==> src/rtl/addrWinPkg.sv <==
package addrWinPkg;
  localparam int NUM_WIN   = 3;
  localparam int IDX_W     = (NUM_WIN > 1) ? $clog2(NUM_WIN) : 1;
  localparam int ADDR_W    = 32;
  localparam int TOP_W     = 8;
  localparam int LOW_W     = ADDR_W - TOP_W;
  localparam int CFG_A_W   = 12;
  localparam int CFG_D_W   = 32;
  localparam logic [CFG_A_W-1:0] WIN_OFS0 = 12'hB70;
  localparam logic [CFG_A_W-1:0] EN_OFS   = WIN_OFS0 + CFG_A_W'(4 * NUM_WIN);

  typedef struct packed {
    logic               accept;
    logic [NUM_WIN-1:0] wrWin;
    logic               wrEn;
    logic [NUM_WIN-1:0] rdWin;
    logic               rdEn;
  } ctrlStrobe_t;
endpackage

==> src/rtl/addrWinCtrl.sv <==
module addrWinCtrl
  import addrWinPkg::*;
(
  input  logic               cfgWrEn,
  input  logic [CFG_A_W-1:0] cfgAddr,
  input  logic               reqValid,
  output logic               reqReady,
  output ctrlStrobe_t        strobe
);
  logic [NUM_WIN-1:0] winSel;
  logic               enSel;

  for (genvar g = 0; g < NUM_WIN; g++) begin : gDec
    assign winSel[g] = (cfgAddr == WIN_OFS0 + CFG_A_W'(4 * g));
  end
  assign enSel = (cfgAddr == EN_OFS);

  // stall requests while settings are being written
  assign reqReady = ~cfgWrEn;

  always_comb begin
    strobe        = '0;
    strobe.accept = reqValid & reqReady;
    strobe.wrWin  = cfgWrEn ? winSel : '0;
    strobe.wrEn   = cfgWrEn & enSel;
    strobe.rdWin  = winSel;
    strobe.rdEn   = enSel;
  end
endmodule

==> src/rtl/addrWinData.sv <==
module addrWinData
  import addrWinPkg::*;
(
  input  logic               clk,
  input  logic               rstN,
  input  ctrlStrobe_t        strobe,
  input  logic [CFG_D_W-1:0] cfgWrData,
  output logic [CFG_D_W-1:0] cfgRdData,
  input  logic [ADDR_W-1:0]  reqAddr,
  output logic               rspValid,
  output logic               rspHit,
  output logic [IDX_W-1:0]   rspWin,
  output logic [ADDR_W-1:0]  rspAddr
);
  logic [TOP_W-1:0]   winBase [NUM_WIN];
  logic [TOP_W-1:0]   winMask [NUM_WIN];
  logic [TOP_W-1:0]   winXlat [NUM_WIN];
  logic [NUM_WIN-1:0] winEn;
  logic [NUM_WIN-1:0] match;
  logic [TOP_W-1:0]   xTop [NUM_WIN];
  logic [TOP_W-1:0]   reqTop;
  logic               anyHit;
  logic [IDX_W-1:0]   selIdx;
  logic [TOP_W-1:0]   selTop;

  assign reqTop = reqAddr[ADDR_W-1:LOW_W];

  for (genvar g = 0; g < NUM_WIN; g++) begin : gWin
    always_ff @(posedge clk or negedge rstN) begin
      if (!rstN) begin
        winBase[g] <= '0;
        winMask[g] <= '0;
        winXlat[g] <= '0;
      end else if (strobe.wrWin[g]) begin
        winBase[g] <= cfgWrData[31:24];
        winMask[g] <= cfgWrData[23:16];
        winXlat[g] <= cfgWrData[15:8];
      end
    end
    assign match[g] = winEn[g] & (((reqTop ^ winBase[g]) & ~winMask[g]) == '0);
    assign xTop[g]  = (winXlat[g] & ~winMask[g]) | (reqTop & winMask[g]);
  end

  always_ff @(posedge clk or negedge rstN) begin
    if (!rstN)            winEn <= '0;
    else if (strobe.wrEn) winEn <= cfgWrData[NUM_WIN-1:0];
  end

  // lowest index wins: scan downward so the last assignment is the lowest
  always_comb begin
    anyHit = 1'b0;
    selIdx = '0;
    selTop = reqTop;
    for (int i = NUM_WIN - 1; i >= 0; i--) begin
      if (match[i]) begin
        anyHit = 1'b1;
        selIdx = IDX_W'(i);
        selTop = xTop[i];
      end
    end
  end

  always_ff @(posedge clk or negedge rstN) begin
    if (!rstN) begin
      rspValid <= 1'b0;
      rspHit   <= 1'b0;
      rspWin   <= '0;
      rspAddr  <= '0;
    end else begin
      rspValid <= strobe.accept;
      if (strobe.accept) begin
        rspHit  <= anyHit;
        rspWin  <= selIdx;
        rspAddr <= {selTop, reqAddr[LOW_W-1:0]};
      end
    end
  end

  always_comb begin
    cfgRdData = '0;
    for (int i = 0; i < NUM_WIN; i++)
      if (strobe.rdWin[i]) cfgRdData = {winBase[i], winMask[i], winXlat[i], 8'h00};
    if (strobe.rdEn) cfgRdData = {{(CFG_D_W - NUM_WIN){1'b0}}, winEn};
  end
endmodule

==> src/rtl/addrWinXlate.sv <==
module addrWinXlate
  import addrWinPkg::*;
(
  input  logic               clk,
  input  logic               rstN,
  input  logic               cfgWrEn,
  input  logic [CFG_A_W-1:0] cfgAddr,
  input  logic [CFG_D_W-1:0] cfgWrData,
  output logic [CFG_D_W-1:0] cfgRdData,
  input  logic               reqValid,
  output logic               reqReady,
  input  logic [ADDR_W-1:0]  reqAddr,
  output logic               rspValid,
  output logic               rspHit,
  output logic [IDX_W-1:0]   rspWin,
  output logic [ADDR_W-1:0]  rspAddr
);
  ctrlStrobe_t strobe;

  addrWinCtrl i_ctrl (
    .cfgWrEn (cfgWrEn),
    .cfgAddr (cfgAddr),
    .reqValid(reqValid),
    .reqReady(reqReady),
    .strobe  (strobe)
  );

  addrWinData i_data (
    .clk      (clk),
    .rstN     (rstN),
    .strobe   (strobe),
    .cfgWrData(cfgWrData),
    .cfgRdData(cfgRdData),
    .reqAddr  (reqAddr),
    .rspValid (rspValid),
    .rspHit   (rspHit),
    .rspWin   (rspWin),
    .rspAddr  (rspAddr)
  );
endmodule

==> config.mk <==
export PLATFORM = sky130hd
export DESIGN_NAME = addrWinXlate
export DESIGN_NICKNAME = d
export VERILOG_FILES = /design/src/rtl/addrWinPkg.sv /design/src/rtl/addrWinCtrl.sv /design/src/rtl/addrWinData.sv /design/src/rtl/addrWinXlate.sv
export SDC_FILE = /design/constraint.sdc
export NUM_CORES = 1
export LEC_CHECK = 0
export ABC_AREA = 1
export ABC_CLOCK_PERIOD_IN_PS = 2060
export BUFFER_PORTS_ARGS = -buffer_cell sky130_fd_sc_hd__buf_2
export CELL_PAD_IN_SITES_DETAIL_PLACEMENT = 1
export CELL_PAD_IN_SITES_GLOBAL_PLACEMENT = 1
export CORE_UTILIZATION = 38
export CTS_CLUSTER_SIZE = 12
export DETAILED_ROUTE_END_ITERATION = 7
export HOLD_SLACK_MARGIN = 0.03
export PLACE_DENSITY = 0.83
export SLEW_MARGIN = 15
export SYNTH_ARGS = -nofsm -noshare
export SYNTH_HDL_FRONTEND = slang
export SYNTH_HIERARCHICAL = 1
export SYNTH_SLANG_ARGS = --single-unit
==> constraint.sdc <==
create_clock -name clk -period 2.06 [get_ports clk]
set_clock_uncertainty 0.2 [all_clocks]
set_input_delay 0.206 -clock clk [delete_from_list [all_inputs] [get_ports clk]]
set_output_delay 0.206 -clock clk [all_outputs]
set_load 0.01 [all_outputs]
==> metrics.txt <==
status finished with violations; failing checks negative setup slack; Worst Reg-to-Reg Cells 9; #FFs+latches synth about 110; Initial Utilization around 40%; largest net degree at the start of global routing ~50; CTS tree built; # Max-Cap Violations 0; DP HPWL about 13000 um; Synth Warn # 6; commonest non-fill, non-tap cell in the layout nand2_1; dpl cells around 1100; CTS clock-pin slew for the worst setup and hold paths roughly 0.080 ns; insertion delay to the later sink of the worst-skew pair 0.37 ns; min setup slack post-route -0.1201 ns; Hold Path Stages 5; Die Wd roughly 130 um; Tightest Pin Transition 0.5776 ns; Place WS -0.08477 ns; DR vias around 6400; clk buf depth 2; Die Y approximately 130 um; Final #Nets 1068; Yosys top cell by area dfrtp_1; Yosys cell types 31; element type at the critical path start input port; min-delay worst type input port to register; ant diodes 0; TritonCTS buffer count 9; Mean Syn Cell Area roughly 7.5 um^2; Fmax achieved around 0.46 GHz; drt drc 0; core box area about 15000 um^2; Setup crit end kind output port; period utilization 105.8%; routed wire length around 23000 um; Pwr Total slightly below 5 mW; CTS root buf clkbuf_16; worst-path maximum fanout 6; pins over their slew limit 0; number of buffers added on ports 138; global route overflow 0; H-tree levels 3; Final Non-Filler Cells between 1000 and 1500; arrival time at the worst endpoint approximately 1.8 ns; Syn-to-layout area delta 37.38%; layout cells sized above 1 between 20% and 30%; routability cong. 0.7790; final hold vios 0; Final Critical Period 2.180 ns; cell family with most CP delay buffers and inverters; LEAKAGE ~4.2 nW; critical path, cell by cell buf_6 -> inv_2 -> nand2_2 -> nor2_4 -> nand3_2 -> inv_2 -> inv_2 -> nor2_4 -> clkbuf_16 -> nand2_1 -> a221oi_2 -> buf_2; initial antenna violation count 0; CP bufs+invs 6; vias per cell between 5 and 6; cell mode on critical path inv_2; CP max stage delay 0.28 ns; Worst path depth 12; crit path max-delay cell type a221oi_2; remaining antenna violation count 0; Power Density 596.4 nW/um^2; Avg WL per Cell about 19 um; maximum VDD drop just under 0.4 mV; Post-Syn Instances between 800 and 900; Seq/Total Area, Yosys about 46%; final setup vio count 23; main area contributors after synthesis dfrtp_1 (46%), nand2_1 (16%), o21ai_0 (7.3%); CTS Sinks ~110; top cell type's share of synthesized area 46.31%; commonest non-fill, non-tap cells in the layout nand2_1 (248), buf_2 (131), dfrtp_1 (111), o21ai_0 (88), inv_1 (77); Cell Area, Synth 5998 um^2; global-route wire length before repair 33040 um; Ports about 150; Crit path required time approximately 1.7 ns; headroom to the max-slew limit between 60% and 70%; row cnt 45; Total GRT Usage between 20% and 30%; CP Class input port to output port; Iter 0 DRT Violations about 380; RSZ-0062 raised after global routing yes; 1st-pass router iterations 4; Die Area approximately 16000 um^2; number of global-route vias before repair between 6000 and 7000
path summary, 6_finish.rpt:
| kind | from | end | slack, ns |
|---|---|---|---|
| worst max-delay path | cfgAddr[7] | cfgRdData[10] | -0.12 |
| worst min-delay path | reqAddr[31] | i_data/rspAddr[31] | 0.11 |
| worst max register to register | i_data/winBase[7] | i_data/rspAddr[26] | 0.01 |
| worst min register to register | i_data/rspAddr[2] | i_data/rspAddr[2] | 0.27 |
| max in group asynchronous | rstN | i_data/winMask[3] | 0.85 |
| min in group asynchronous | rstN | i_data/rspAddr[5] | 0.18 |
cells by family after synthesis:
logic type / count (synthesis) / synth area share, %
DFF: 111 / 46.31
AOI/OAI and AO/OA: 150 / 14.48
other: 1 / 0.06252
and+or+nand+nor: 385 / 26.83
muxes: 8 / 1.502
buffers and inverters: 147 / 10.83
layout make-up:
type                    count  area, um^2
well taps                 211       264.0
multi-input cells         550        2889
inverters                  96       364.1
repair buffers            220        1628
flip-flops and latches    111        2778
fillers                  1916        7074
clock buffers               9       225.2
clock inverters             7       92.59
layer usage:
metal  wire length (um)  share of wire [%]  track usage [%]  up-vias
met1               9590                 41            33.31     3135
met5                  0                  0                0        -
met2              11780                 51            46.26      238
met3               1174                5.1            3.727       49
li1                   -                  -                -     2935
met4                636                2.7            11.07        0
through the flow:
step           setup TNS (ns)  util, %  hold slack [ns]  cell area (um^2)
6_report               -1.483    53.81           0.1080              8240
2_1_floorplan               0        -          -0.2896              6013
4_1_cts             -0.001406    51.78           0.1041              7930
3_3_place_gp         -0.06682    45.63          0.03562              6988
3_5_place_dp          -0.4971    45.63          0.03842              6988
5_1_grt                -3.453    53.81           0.1454              8240
state kept, by name, summed over array words and instances (netlist names):
| register | count |
|---|---|
| i_data/rspHit | 1 |
| i_data/rspValid | 1 |
| i_data/winEn | 3 |
| i_data/rspAddr | 32 |
| i_data/winXlat | 24 |
| i_data/rspWin | 2 |
| i_data/winMask | 24 |
| i_data/winBase | 24 |
synthesized netlist by cell type, drive strengths merged:
cell	instances
nand3	48
dfrtp	111
clkbuf	30
inv	94
nor2	70
conb	1
o21ai	89
buf	21
a211oi	8
a221oi	24
a41oi	1
nor3	1
a21oi	28
mux2	8
nand4	1
nand2	265
clkinv	2
power breakdown:
part	switching, mW	internal [mW]
Combinational	0.382	0.268
Sequential	0.0579	2.27
Clock	0.946	0.990
Total	1.39	3.53
repair_timing:
action	CTS	global route
gates resized for setup	21	51
gates cloned	0	5
endpoints found under the setup margin	15	30
hold buffers	52	0
pin swaps	0	18
hold endpoints to repair	135	0
setup buffers	0	3
worst register-to-register path: stages (launching register included):
cell and delay, ns:
dfrtp_1 0.41, inv_1 0.12, nand2_1 0.07, nand3_1 0.21
nand3_1 0.21, nor2_4 0.33, nand3_1 0.16, nand3_1 0.13
nand2_1 0.09, nand2_1 0.06
Note: power is estimated with default switching activity, not from simulation.
